$ cat config.mk
export PLATFORM = sky130hd
export DESIGN_NAME = agc_wordlen_clipper
export DESIGN_NICKNAME = d
export VERILOG_FILES = /design/src/rtl/agc_clip_pkg.sv /design/src/rtl/agc_wl_decode.sv /design/src/rtl/agc_sat_path.sv /design/src/rtl/agc_src_mux.sv /design/src/rtl/agc_wordlen_clipper.sv
export SDC_FILE = /design/constraint.sdc
export NUM_CORES = 1
export LEC_CHECK = 0
export BUFFER_PORTS_ARGS = -buffer_cell sky130_fd_sc_hd__clkbuf_2
export CAP_MARGIN = 15
export CORE_UTILIZATION = 40
export CTS_CLUSTER_SIZE = 8
export DETAILED_ROUTE_END_ITERATION = 7
export SLEW_MARGIN = 10
export SYNTH_ARGS = -nofsm -noshare
export SYNTH_HDL_FRONTEND = slang
export SYNTH_SLANG_ARGS = --single-unit
export TNS_END_PERCENT = 20
$ cat constraint.sdc
create_clock -name clk_i -period 7.85 [get_ports clk_i]
set_input_delay 1.57 -clock clk_i [delete_from_list [all_inputs] [get_ports clk_i]]
set_output_delay 1.57 -clock clk_i [all_outputs]
set_load 0.02 [all_outputs]
$ cat src/rtl/agc_clip_pkg.sv
package agc_clip_pkg;
    localparam int SAMPLE_W  = 19;
    localparam int NARROW_W  = 16;
    localparam int SEL_W     = 3;
    localparam int WCNT_W    = $clog2(NARROW_W + 1);
    localparam int NUM_PATHS = 2;

    typedef logic signed [SAMPLE_W-1:0] sample_t;
    typedef logic signed [NARROW_W-1:0] narrow_t;

    typedef struct packed {
        logic                                 valid;
        logic [NUM_PATHS-1:0][NARROW_W-1:0]   nar;
        logic [NUM_PATHS-1:0][SAMPLE_W-1:0]   err;
        logic [NUM_PATHS-1:0][SAMPLE_W-1:0]   mag;
        logic                                 err_src;
    } clip_state_t;
endpackage

$ cat src/rtl/agc_wl_decode.sv
module agc_wl_decode #(
    parameter int SEL_W  = 3,
    parameter int WCNT_W = 5
) (
    input  logic [SEL_W-1:0]  sel_i,
    output logic [WCNT_W-1:0] width_o
);
    // Codes step by one bit up to 8, then by two bits, then jump to 16.
    always_comb begin
        case (sel_i)
            3'd0:    width_o = WCNT_W'(4);
            3'd1:    width_o = WCNT_W'(5);
            3'd2:    width_o = WCNT_W'(6);
            3'd3:    width_o = WCNT_W'(7);
            3'd4:    width_o = WCNT_W'(8);
            3'd5:    width_o = WCNT_W'(10);
            3'd6:    width_o = WCNT_W'(12);
            default: width_o = WCNT_W'(16);
        endcase
    end
endmodule

$ cat src/rtl/agc_sat_path.sv
module agc_sat_path #(
    parameter int IN_W   = 19,
    parameter int OUT_W  = 16,
    parameter int WCNT_W = 5
) (
    input  logic signed [IN_W-1:0]  smp_i,
    input  logic [WCNT_W-1:0]       width_i,
    output logic signed [OUT_W-1:0] nar_o,
    output logic signed [IN_W-1:0]  err_o
);
    logic signed [IN_W-1:0] lim_hi;
    logic signed [IN_W-1:0] lim_lo;
    logic signed [IN_W-1:0] sat_full;

    always_comb begin
        lim_hi = $signed((IN_W'(1) << (width_i - WCNT_W'(1))) - IN_W'(1));
        lim_lo = ~lim_hi;
        if (smp_i > lim_hi) begin
            sat_full = lim_hi;
        end else if (smp_i < lim_lo) begin
            sat_full = lim_lo;
        end else begin
            sat_full = smp_i;
        end
        // The saturated value fits the widest setting, so dropping the upper bits keeps its sign.
        nar_o = sat_full[OUT_W-1:0];
        err_o = smp_i - sat_full;
    end
endmodule

$ cat src/rtl/agc_src_mux.sv
module agc_src_mux #(
    parameter int W = 19
) (
    input  logic         use_err_i,
    input  logic [W-1:0] smp_i,
    input  logic [W-1:0] err_i,
    output logic [W-1:0] mag_o
);
    always_comb begin
        mag_o = use_err_i ? err_i : smp_i;
    end
endmodule

$ cat src/rtl/agc_wordlen_clipper.sv
module agc_wordlen_clipper
    import agc_clip_pkg::*;
(
    input  logic                clk_i,
    input  logic                rst_ni,
    input  logic                in_valid_i,
    input  logic [SAMPLE_W-1:0] in_i_i,
    input  logic [SAMPLE_W-1:0] in_q_i,
    input  logic [SEL_W-1:0]    wl_sel_i,
    input  logic                clip_mode_i,
    output logic                out_valid_o,
    output logic [NARROW_W-1:0] out_i_o,
    output logic [NARROW_W-1:0] out_q_o,
    output logic [SAMPLE_W-1:0] err_i_o,
    output logic [SAMPLE_W-1:0] err_q_o,
    output logic [SAMPLE_W-1:0] mag_i_o,
    output logic [SAMPLE_W-1:0] mag_q_o,
    output logic                err_src_o
);
    logic [WCNT_W-1:0]                  width;
    logic [NUM_PATHS-1:0][SAMPLE_W-1:0] smp;
    logic [NUM_PATHS-1:0][NARROW_W-1:0] nar_c;
    logic [NUM_PATHS-1:0][SAMPLE_W-1:0] err_c;
    logic [NUM_PATHS-1:0][SAMPLE_W-1:0] mag_c;
    clip_state_t                        st_d;
    clip_state_t                        st_q;

    assign smp[0] = in_i_i;
    assign smp[1] = in_q_i;

    agc_wl_decode #(
        .SEL_W (SEL_W),
        .WCNT_W(WCNT_W)
    ) i_decode (
        .sel_i  (wl_sel_i),
        .width_o(width)
    );

    for (genvar p = 0; p < NUM_PATHS; p++) begin : g_path
        logic signed [NARROW_W-1:0] nar_s;
        logic signed [SAMPLE_W-1:0] err_s;

        agc_sat_path #(
            .IN_W  (SAMPLE_W),
            .OUT_W (NARROW_W),
            .WCNT_W(WCNT_W)
        ) i_sat (
            .smp_i  ($signed(smp[p])),
            .width_i(width),
            .nar_o  (nar_s),
            .err_o  (err_s)
        );

        assign nar_c[p] = nar_s;
        assign err_c[p] = err_s;

        agc_src_mux #(
            .W(SAMPLE_W)
        ) i_mux (
            .use_err_i(clip_mode_i),
            .smp_i    (smp[p]),
            .err_i    (err_c[p]),
            .mag_o    (mag_c[p])
        );
    end

    always_comb begin
        st_d       = st_q;
        st_d.valid = in_valid_i;
        if (in_valid_i) begin
            st_d.nar     = nar_c;
            st_d.err     = err_c;
            st_d.mag     = mag_c;
            st_d.err_src = clip_mode_i;
        end
    end

    always_ff @(posedge clk_i) begin
        if (!rst_ni) begin
            st_q <= '0;
        end else begin
            st_q <= st_d;
        end
    end

    assign out_valid_o = st_q.valid;
    assign out_i_o     = st_q.nar[0];
    assign out_q_o     = st_q.nar[1];
    assign err_i_o     = st_q.err[0];
    assign err_q_o     = st_q.err[1];
    assign mag_i_o     = st_q.mag[0];
    assign mag_q_o     = st_q.mag[1];
    assign err_src_o   = st_q.err_src;
endmodule

======== After elaboration in Yosys (flattened, before gate mapping) ========
Index checks and enable logic that the tools add are counted.
Widths: inputs -> output; s select.
word-level totals
  register bits after elaboration ......... 110
  bits of input ports ..................... 45
  output and inout port bits .............. 110
  logic and storage cells ................. 32
cells by class
  $add $sub $neg .......................... 4
  $lt $le $gt $ge ......................... 4
  equal/unequal tests ..................... 6
  shift operators ......................... 1
  multiplexer cells ....................... 7
  bitwise logic cells ..................... 1
  reductions and logical operators ........ 1
operators with widths
  kind                   number
  $mux 19                6
  $gt 19x19->1           2
  $lt 19x19->1           2
  $sub 19x19->19         2
  $pmux 5 s7             1
  $not 19->19            1
  $shl 1x5->19 const A   1
  $sub 19x2->19 const B  1
  $eq 3x3->1 const B     3
  $eq 3x2->1 const B     2
  $sub 5x1->5 const B    1
  $eq 3x1->1 const B     1
  $logic_not 3->1        1

======== Longest topological paths before layout ========
Gate-level depths: netlist (run 1).
  depth in word-level cells ............... 11
  depth in mapped cells ................... 29
  mapped depth without buffers ............ 27

======== By module ========
A second synthesis (run 1) with hierarchy kept.
second synthesis, totals
  cell total of the unflattened synthesis .. 1386
  area total of the unflattened synthesis .. 11740.0 um^2
modules (own cells, without submodules)
  module                          instances  cells each  area an instance (um^2)  seq. area each (um^2)
  agc_wordlen_clipper             1          353         4250.3                   2202.1
  agc_sat_path (g_path[0].i_sat)  1          492         3493.4                   0.0
  agc_sat_path (g_path[1].i_sat)  1          492         3388.2                   0.0
  agc_src_mux                     2          21          282.8                    0.0
  agc_wl_decode                   1          7           42.5                     0.0

======== Least setup slack after synthesis (run 1) ========
OpenSTA, ideal clock, no wires.
  path kind ............................... input to register
  start ................................... in wl_sel_i[2]
  end ..................................... reg st_q, in the netlist mag_i_o[15]
  library setup time ...................... 0.121 ns
  arrival time ............................ 7.347 ns
  data required time ...................... 7.729 ns
  setup slack ............................. 0.382 ns
  stages .................................. 27
  buffers on the path ..................... 3
  cells stage by stage .................... and3_1 > clkbuf_1 > inv_1 > nor2_1 > ha_1 > a211oi_1 > o211ai_1 > a21oi_1 > mux2i_1 > and2_1 > clkbuf_1 > clkbuf_1 > nand2b_1 > o221ai_1 > ha_1 > a21o_1 > a21o_1 > or3_1 > o311ai_0 > a2111oi_0 > a2111oi_2 > o21ai_1 > a221oi_2 > o21bai_1 > a21oi_1 > xor2_1 > o21ai_1
on the way
  word-level cells in the longest chain between the ends .. 11
  elaborated cells on any way between the ends .. 18
  classes of those cells .................. 3 x add/sub; 2 x order compare; 6 x eq/ne; 1 x shift; 4 x mux; 1 x bitwise; 1 x reduce/logical
ends and longest elaborated chain
  what                                      line                       source
  start, declared                           agc_wordlen_clipper.sv:9   input logic [SEL_W-1:0] wl_sel_i,
  $eq 3x3->1, or another cell as far along  agc_wl_decode.sv:10        case (sel_i)
  $pmux 5 s7 (*)                            agc_wl_decode.sv:10
  $sub 5x1->5 (*)                           agc_sat_path.sv:16         lim_hi = $signed((IN_W'(1) << (width_i - WCNT_W'(1))) - IN_W'(1));
  $shl 1x5->19 (*)                          agc_sat_path.sv:16
  $sub 19x2->19 (*)                         agc_sat_path.sv:16
  $not 19->19                               agc_sat_path.sv:17         lim_lo = ~lim_hi;
  $lt 19x19->1                              agc_sat_path.sv:20         end else if (smp_i < lim_lo) begin
  $mux 19                                   agc_sat_path.sv:20
  $mux 19 (*)                               agc_sat_path.sv:18         if (smp_i > lim_hi) begin
  $sub 19x19->19 (*)                        agc_sat_path.sv:27         err_o = smp_i - sat_full;
  $mux 19 (*)                               agc_src_mux.sv:10          mag_o = use_err_i ? err_i : smp_i;
  end signal, assigned                      agc_wordlen_clipper.sv:82  st_q <= st_d;
  end, declared                             agc_wordlen_clipper.sv:26  clip_state_t st_q;
Every way passes the cells marked *; elsewhere a longest branch is shown, timed or not.
A chain may end at the register's enable or synchronous reset.

======== Final worst setup path (run 1) ========
  start ................................... in wl_sel_i[2]
  end ..................................... reg st_q, in the netlist err_i_o[15]
on the way
  word-level cells in the longest chain between the ends .. 10
  elaborated cells on any way between the ends .. 17
  classes of those cells .................. 3 x add/sub; 2 x order compare; 6 x eq/ne; 1 x shift; 3 x mux; 1 x bitwise; 1 x reduce/logical
ends and longest elaborated chain
  what                                      line
  $eq 3x3->1, or another cell as far along  agc_wl_decode.sv:10
  $pmux 5 s7 (*)                            agc_wl_decode.sv:10
  $sub 5x1->5 (*)                           agc_sat_path.sv:16
  $shl 1x5->19 (*)                          agc_sat_path.sv:16
  $sub 19x2->19 (*)                         agc_sat_path.sv:16
  $not 19->19                               agc_sat_path.sv:17
  $lt 19x19->1                              agc_sat_path.sv:20
  $mux 19                                   agc_sat_path.sv:20
  $mux 19 (*)                               agc_sat_path.sv:18
  $sub 19x19->19 (*)                        agc_sat_path.sv:27
Marks and branches as above.

==> results.sh, run 1 <==
export IMPL_first_pass_iters=6
export IMPL_final_setup_tns_ns=0
export IMPL_cp_start_kind="primary input"
export IMPL_ys_types=84
export IMPL_vias=8444
export IMPL_fill_cells=2158
export IMPL_maxSlewViolCount=0
export IMPL_ys_seq_elements=110
export IMPL_dieWidth_um=150
export IMPL_cp_slowest_cell="and3_1"
export IMPL_globalplace_congestion=0.920
export IMPL_r2r_setup_slack_ns=7.05
export IMPL_multi_input_area_um2=6140
export IMPL_cpPeakStageDelay_ns=0.46
export IMPL_overflow=0
export IMPL_grt_max_degree=70
export IMPL_maxSlewHeadroom_pct=37.5
export IMPL_grt_pass1_wl_um=43100
export IMPL_ant_nets=0
export IMPL_syn_avg_cell_area_um2=8.09
export IMPL_hpwl_um=21100
export IMPL_cts_tree="yes"
export IMPL_p_total_mw=2.06
export IMPL_seq_power_share_pct=32.6
export IMPL_area_delta_synth_final_pct=16.7
export IMPL_crit_type="in -> reg"
export IMPL_cts_root_buf="clkbuf_16"
export IMPL_critPathArrivalTime_ns=7.45
export IMPL_timing_max_cap_violations=0
export IMPL_regArea_um2=2200
export IMPL_avgViaCountPerCell=5.64
export IMPL_diodes=0
export IMPL_drtIter0Drc=562
export IMPL_clock_latency_ns=0.36
export IMPL_num_io_pins=155
export IMPL_fmax_mhz=139
export IMPL_cts_resized_gates=0
export IMPL_remaining_drc_errors=0
export IMPL_synthCells=1076
export IMPL_clockBufferDepth=2
export IMPL_numCtsBuffers=9
export IMPL_async_flop_share_pct=0
export IMPL_min_period_ns=7.21
export IMPL_cp_required_ns=8.09
export IMPL_clock_sinks=110
export IMPL_p_per_area_nw_per_um2=202
export IMPL_fin_util_pct=48.0
export IMPL_crit_fanout=10
export IMPL_pwr_share_comb_pct=44.9
export IMPL_fin_skew_ns=0
export IMPL_wl_per_cell_um=18.4
export IMPL_cpLargestDelayFamily="compound AO/OA/AOI/OAI gates"
export IMPL_clk_pin_slew_ns=0.08
export IMPL_p_sw_mw=0.844
export IMPL_ys_seq_area_share_pct=25.3
export IMPL_synth_area_leaders="dfxtp_1 25%, ha_1 14%, mux2i_1 6.7%"
export IMPL_core_area_um2=21200
export IMPL_fp_row_count=53
export IMPL_hold_slack_ns=0.477
export IMPL_irDropWorstVdd_v=0.000107
export IMPL_antenna_found_initial=0
export IMPL_postCtsSetupRepairBufs=0
export IMPL_yosysWarnings=0
export IMPL_holdBufCountCts=0
export IMPL_die_area_um2=22400
export IMPL_synth_top_area_share_pct=25.3
export IMPL_synth_edf_count=0
export IMPL_internal_power_mw=1.21
export IMPL_min_path_type="reg -> reg"
export IMPL_finalCritPeriodShare_pct=91.8
export IMPL_grt_use_total_pct=24.6
export IMPL_grt_pass1_vias=7793
export IMPL_cts_max_level=3
export IMPL_wirelength_um=27500
export IMPL_yosys_top_cells_count="134 x nor2_1, 110 x dfxtp_1, 97 x ha_1"
export IMPL_synthFlopType="dfxtp_1"
export IMPL_die_y_um=150
export IMPL_nNetsFinal=1362
export IMPL_yosysMostFrequentCell="nor2_1"
export IMPL_numPortBuffers=154
export IMPL_worstMarginPinSlew_ns=0.930
export IMPL_crit_buf_inv=2
export IMPL_rsz0062_at_grt="no"
export IMPL_p_sw_share_pct=41.1
export IMPL_setup_viol=0
export IMPL_p_leak_nw=4.64
export IMPL_critPathCaptureType="flop"
export IMPL_hold_violations=0
export IMPL_initial_core_util_pct=41.2
export IMPL_synth_top_cell_by_area="dfxtp_1"
export IMPL_p_clk_share_pct=22.5
export IMPL_status="complete, no violations"
export IMPL_synth_area_um2=8710
export IMPL_drive_above_1_share_pct=19.6
==> state kept, by name, summed over array words and instances, names as in the netlist <==
signal	cells
err_i_o	19
err_q_o	19
mag_i_o	19
mag_q_o	19
out_i_o	16
out_q_o	16
err_src_o	1
out_valid_o	1
==> stage by stage <==
step	cells	setup WS [ns]	cell area, µm²
2_1_floorplan	1082	0.382	8730
3_3_place_gp	1482	0.438	9870
3_5_place_dp	1482	0.326	9870
4_1_cts	1498	0.669	10200
5_1_grt	1498	0.149	10200
6_report	1498	0.645	10200
==> cells by family (layout without fill, tap and decap cells) <==
| group | count (synthesis) | after routing | share of synthesized area, % |
|---|---|---|---|
| adders and majority gates | 101 | 101 | 14.6 |
| DFF | 110 | 110 | 25.3 |
| and+or+nand+nor | 320 | 320 | 18.2 |
| other | 2 | 8 | 0.0863 |
| buffers and inverters | 103 | 244 | 4.46 |
| AOI/OAI and AO/OA | 339 | 339 | 26.3 |
| xor gates and xnor gates | 42 | 42 | 4.23 |
| muxes | 59 | 59 | 6.80 |
==> routing by layer <==
layer / share of wire, % / up-vias / GRT usage, %
li1: - / 4224 / -
met5: 0 / - / 0
met3: 4.0 / 15 / 3.02
met4: 0.94 / 0 / 4.03
met1: 46 / 4008 / 32.9
met2: 49 / 197 / 42.7
==> worst register-to-register path, delay by kind of cell, from the launching register on <==
kind | cells | cell delay, ns
AO/OA/AOI/OAI | 2 | 0.22
flip-flops | 1 | 0.32
AND/OR/NAND/NOR | 1 | 0.16
==> worst paths after layout <==
check        cells past startpoint                  endpoint                     start
min reg2reg                      2   out_q_o[6]$_SDFFE_PN0P_   out_q_o[6]$_SDFFE_PN0P_
max reg2reg                      3  mag_i_o[15]$_SDFFE_PN0P_  mag_i_o[15]$_SDFFE_PN0P_
min                              2   out_q_o[6]$_SDFFE_PN0P_   out_q_o[6]$_SDFFE_PN0P_
max                             25  err_i_o[15]$_SDFFE_PN0P_               wl_sel_i[2]
==> power groups by stage <==
stage / clock network [mW] / registers (mW) / logic (mW)
after floorplan: 0 / 0.764 / 0.552
after global placement: 0 / 0.682 / 0.915
after detailed placement: 0 / 0.683 / 0.917
after CTS: 0.474 / 0.671 / 0.922
after global routing: 0.493 / 0.679 / 1.01
final: 0.462 / 0.670 / 0.924
==> layout by cell type, fill, tap and decap left out, types with 20 or more instances in the layout <==
cell type	instances
nor2_1	134
clkbuf_2	153
dfxtp_1	110
o21ai_0	67
a211oi_1	55
inv_1	33
a21oi_1	79
a21o_1	20
buf_4	38
ha_1	97
nand2_1	69
xnor2_1	27
mux2i_1	58
==> area by class of cell <==
class | instances | area share (%)
well taps | 275 | 3.39
multi-input cells | 869 | 60.4
clock buffers | 11 | 2.39
clock inverters | 5 | 0.431
flip-flops and latches | 110 | 21.7
inverters | 37 | 1.37
repair buffers | 191 | 10.3
Power figures use the tool's default switching activity.
==> run 2, diff against run 1 <==
CORE_UTILIZATION = 52   (was 40)
PLACE_DENSITY = 0.78   (was not set)
==> results.sh, run 2 (same netlist as run 1, synthesis figures left out) <==
export IMPL_ant_nets=0
export IMPL_finalCritPeriodShare_pct=91.9
export IMPL_post_layout_nonfiller_instances=1434
export IMPL_die_area_um2=17300
export IMPL_placed_cell_area_um2=9760
export IMPL_first_pass_iters=8
export IMPL_route_top_layer_used="met4"
export IMPL_r2r_setup_slack_ns=7.01
export IMPL_cts_resized_gates=0
export IMPL_vias=8538
export IMPL_timing_max_cap_violations=0
export IMPL_clk_pin_slew_ns=0.08
export IMPL_drtIter0Drc=720
export IMPL_rsz0062_at_grt="no"
export IMPL_grt_pass1_vias=8077
export IMPL_final_common_cell="clkbuf_2"
export IMPL_crit_fanout=9
export IMPL_min_path_type="reg -> reg"
export IMPL_holdPathStages=2
export IMPL_die_y_um=131
export IMPL_avgViaCountPerCell=5.95
export IMPL_ff2ff_path_depth=2
export IMPL_cts_root_buf="clkbuf_16"
export IMPL_cp_required_ns=8.11
export IMPL_initial_core_util_pct=54.0
export IMPL_cpLargestDelayFamily="compound AO/OA/AOI/OAI gates"
export IMPL_irDropWorstVdd_v=0.000114
export IMPL_hold_end="out_i_o[5]$_SDFFE_PN0P_"
export IMPL_clockBufferDepth=2
export IMPL_wl_per_cell_um=17.8
export IMPL_p_leak_nw=4.62
export IMPL_crit_type="in -> reg"
export IMPL_fp_row_count=46
export IMPL_grt_max_degree=77
export IMPL_fmax_mhz=139
export IMPL_regToRegStartpoint="mag_q_o[13]$_SDFFE_PN0P_"
export IMPL_core_area_um2=16100
export IMPL_clock_sinks=110
export IMPL_clock_latency_ns=0.36
export IMPL_status="complete, no violations"
export IMPL_p_per_area_nw_per_um2=205
export IMPL_cpPeakStageDelay_ns=0.44
export IMPL_antenna_found_initial=0
export IMPL_diodes=0
export IMPL_cts_tree="yes"
export IMPL_postCtsSetupRepairBufs=0
export IMPL_cts_max_level=3
export IMPL_r2r_end="mag_q_o[13]$_SDFFE_PN0P_"
export IMPL_area_delta_synth_final_pct=15.7
export IMPL_placed_cells=1418
export IMPL_nNetsFinal=1357
export IMPL_maxSlewViolCount=0
export IMPL_dieWidth_um=131
export IMPL_cp_slowest_cell="nor2_1"
export IMPL_numPortBuffers=154
export IMPL_worstMarginPinSlew_ns=0.912
export IMPL_hp_start="out_i_o[5]$_SDFFE_PN0P_"
export IMPL_wirelength_um=25500
export IMPL_numCtsBuffers=9
export IMPL_remaining_drc_errors=0
export IMPL_grt_pass1_wl_um=41200
export IMPL_setup_viol=0
export IMPL_cp_start_kind="primary input"
export IMPL_holdBufCountCts=0
export IMPL_min_period_ns=7.22
export IMPL_hpwl_um=19200
export IMPL_drive_above_1_share_pct=19.4
export IMPL_fill_cells=1451
export IMPL_fin_area_um2=10100
export IMPL_fin_skew_ns=0
export IMPL_num_io_pins=155
export IMPL_overflow=0
export IMPL_wl_met1_um=11300
export IMPL_globalplace_congestion=0.969
export IMPL_critPathCaptureType="flop"
export IMPL_maxSlewHeadroom_pct=38.7
export IMPL_final_setup_tns_ns=0
export IMPL_met2_length_um=11800
export IMPL_grt_use_total_pct=29.5
export IMPL_crit_buf_inv=2
export IMPL_critPathArrivalTime_ns=7.47
export IMPL_hold_violations=0
export IMPL_layout_common_cells="153 x clkbuf_2, 134 x nor2_1, 110 x dfxtp_1"
export IMPL_dr_wl_met3_um=1490
[run 2: cell types whose count changed in the layout (fill, tap and decap cells not counted)]
cell        change
inv_6           +1
clkinv_4        -1
clkbuf_8        -1
clkinvlp_4      +1
buf_4           -5
clkbuf_1        -1
bufinv_16       +1
[run 2: worst max-delay path by stage]
stage                            from                       end  slack (ns)  cells after the start
after global routing      wl_sel_i[2]  err_i_o[15]$_SDFFE_PN0P_        0.07                     25
after floorplan           wl_sel_i[2]  mag_i_o[15]$_SDFFE_PN0P_        0.38                     27
after global placement    wl_sel_i[2]  mag_q_o[18]$_SDFFE_PN0P_        0.44                     25
after CTS                 wl_sel_i[2]  mag_i_o[15]$_SDFFE_PN0P_        0.65                     25
after detailed placement  wl_sel_i[2]  mag_i_o[15]$_SDFFE_PN0P_        0.29                     25
final                     wl_sel_i[2]  mag_i_o[15]$_SDFFE_PN0P_        0.63                     25
[run 2: area by class of cell]
cell class	instances	area (µm²)	share of cell area [%]
tap	216	270	2.68
multi-input combinational	869	6140	61.0
clock inverter	7	81.3	0.808
timing repair buffer	186	1010	10.1
clock buffer	9	225	2.24
inverter	37	139	1.38
sequential	110	2200	21.9
[run 2: routing by layer]
| layer | vias to the layer above | track usage, % |
|---|---|---|
| li1 | 4223 | - |
| met1 | 3978 | 37.3 |
| met2 | 278 | 48.6 |
| met3 | 59 | 5.44 |
| met4 | 0 | 13.7 |
| met5 | - | 0 |
[run 2: per-stage QoR]
stage	total power [mW]	util, %	setup slack, ns	hold WS (ns)
2_1_floorplan	1.32	-	0.382	0.541
5_1_grt	2.19	62.5	0.0749	0.491
3_3_place_gp	1.56	60.6	0.445	0.456
4_1_cts	2.06	62.5	0.650	0.469
6_report	2.06	62.5	0.632	0.463
3_5_place_dp	1.57	60.6	0.295	0.456
[run 2: worst register-to-register path, stage by stage (launching register included)]
cell,delay (ns)
dfxtp_1,0.47
nor2_1,0.07
a211oi_1,0.22
[run 2: where the power goes]
group | internal [mW] | switching (mW) | leakage [nW]
Sequential | 0.630 | 0.0384 | 0.911
Combinational | 0.345 | 0.561 | 3.57
Clock | 0.252 | 0.233 | 0.140
Total | 1.23 | 0.833 | 4.62
==> run 3, diff against run 2 <==
PLACE_DENSITY = not set   (was 0.78)
PLACE_DENSITY_LB_ADDON = 0.2   (was not set)
==> results.sh, run 3 (same netlist as run 1, synthesis figures left out) <==
export IMPL_fill_cells=1466
export IMPL_seq_power_share_pct=32.3
export IMPL_hold_slack_ns=0.471
export IMPL_placed_cells=1419
export IMPL_hold_violations=0
export IMPL_internal_power_mw=1.24
export IMPL_fin_area_um2=10100
export IMPL_die_area_um2=17300
export IMPL_dieWidth_um=131
export IMPL_worstMarginPinSlew_ns=0.873
export IMPL_num_io_pins=155
export IMPL_diodes=0
export IMPL_vias=8545
export IMPL_cpLargestDelayFamily="compound AO/OA/AOI/OAI gates"
export IMPL_ant_nets=0
export IMPL_p_per_area_nw_per_um2=205
export IMPL_finalCritPeriodShare_pct=90.5
export IMPL_avgViaCountPerCell=5.95
export IMPL_clock_sinks=110
export IMPL_p_sw_mw=0.836
export IMPL_remaining_drc_errors=0
export IMPL_post_layout_nonfiller_instances=1435
export IMPL_maxSlewViolCount=0
export IMPL_wirelength_um=25300
export IMPL_cts_resized_gates=0
export IMPL_antenna_found_initial=0
export IMPL_grt_use_total_pct=29.0
export IMPL_irDropWorstVdd_v=0.000134
export IMPL_cp_slowest_cell="a2111oi_2"
export IMPL_p_sw_share_pct=40.3
export IMPL_clock_latency_ns=0.37
export IMPL_wl_per_cell_um=17.6
export IMPL_placed_cell_area_um2=9770
export IMPL_p_clk_share_pct=24.2
export IMPL_critPathCaptureType="flop"
export IMPL_globalplace_congestion=0.937
export IMPL_pwr_share_comb_pct=43.5
export IMPL_area_delta_synth_final_pct=15.9
export IMPL_setup_ws_ns=0.745
export IMPL_die_y_um=131
export IMPL_crit_type="in -> reg"
export IMPL_cts_tree="yes"
export IMPL_crit_buf_inv=2
export IMPL_critPathArrivalTime_ns=7.36
export IMPL_grt_pass1_vias=7879
export IMPL_fmax_mhz=141
export IMPL_cp_start_kind="primary input"
export IMPL_hpwl_um=19200
export IMPL_layout_common_cells="153 x clkbuf_2, 134 x nor2_1, 110 x dfxtp_1"
export IMPL_final_setup_tns_ns=0
export IMPL_pre_cts_ws_ns=0.422
export IMPL_clk_pin_slew_ns=0.08
export IMPL_cts_root_buf="clkbuf_16"
export IMPL_numPortBuffers=154
export IMPL_postCtsSetupRepairBufs=0
export IMPL_holdBufCountCts=0
export IMPL_drtIter0Drc=641
export IMPL_final_common_cell="clkbuf_2"
export IMPL_grt_max_degree=68
export IMPL_status="complete, no violations"
export IMPL_grt_pass1_wl_um=40600
export IMPL_min_path_type="reg -> reg"
export IMPL_rsz0062_at_grt="no"
export IMPL_crit_fanout=8
export IMPL_overflow=0
export IMPL_cts_max_level=3
export IMPL_clockBufferDepth=2
export IMPL_drive_above_1_share_pct=19.4
export IMPL_fin_skew_ns=0
export IMPL_timing_max_cap_violations=0
export IMPL_fin_util_pct=62.6
export IMPL_p_leak_nw=4.64
export IMPL_nNetsFinal=1358
export IMPL_core_area_um2=16100
export IMPL_numCtsBuffers=9
export IMPL_initial_core_util_pct=54.0
export IMPL_setup_viol=0
export IMPL_first_pass_iters=7
export IMPL_cp_required_ns=8.11
export IMPL_maxSlewHeadroom_pct=41.3
export IMPL_p_total_mw=2.07
export IMPL_fp_row_count=46
export IMPL_cpPeakStageDelay_ns=0.42
export IMPL_min_period_ns=7.10
## run 3: per-layer routing
layer / part of all wire (%) / vias up / track usage, %
met5: 0 / - / 0
met4: 2.6 / 0 / 10.9
met2: 47 / 274 / 49.8
li1: - / 4221 / -
met3: 4.6 / 37 / 2.97
met1: 46 / 4013 / 37.4
## run 3: final timing paths
| check | cells after the start | from | end | slack, ns |
|---|---|---|---|---|
| worst min register to register | 2 | out_q_o[5]$_SDFFE_PN0P_ | out_q_o[5]$_SDFFE_PN0P_ | 0.47 |
| worst max-delay path | 25 | wl_sel_i[1] | mag_i_o[15]$_SDFFE_PN0P_ | 0.75 |
| worst max register to register | 3 | mag_i_o[15]$_SDFFE_PN0P_ | mag_i_o[15]$_SDFFE_PN0P_ | 6.99 |
| worst min-delay path | 2 | out_q_o[5]$_SDFFE_PN0P_ | out_q_o[5]$_SDFFE_PN0P_ | 0.47 |
## run 3: power by group through the flow
stage	Sequential (mW)	Clock (mW)	Combinational [mW]
after floorplan	0.764	0	0.552
after global placement	0.681	0	0.879
after detailed placement	0.681	0	0.888
after CTS	0.669	0.506	0.894
after global routing	0.677	0.527	0.986
final	0.669	0.503	0.901
## run 3: tightest hold or removal path, delay by kind of cell, from the launching register on
| family | cells | cell delay (ns) |
|---|---|---|
| flip-flops | 1 | 0.31 |
| AND/OR/NAND/NOR | 1 | 0.06 |
| AO/OA/AOI/OAI | 1 | 0.05 |
## run 3: final cells by class
class / instances / area [µm²] / share of cell area (%)
Clock buffer: 10 / 239 / 2.37
Multi-Input combinational cell: 869 / 6140 / 60.9
Timing Repair Buffer: 187 / 1020 / 10.1
Sequential cell: 110 / 2200 / 21.8
Clock inverter: 6 / 77.6 / 0.769
Inverter: 37 / 139 / 1.38
Tap cell: 216 / 270 / 2.68
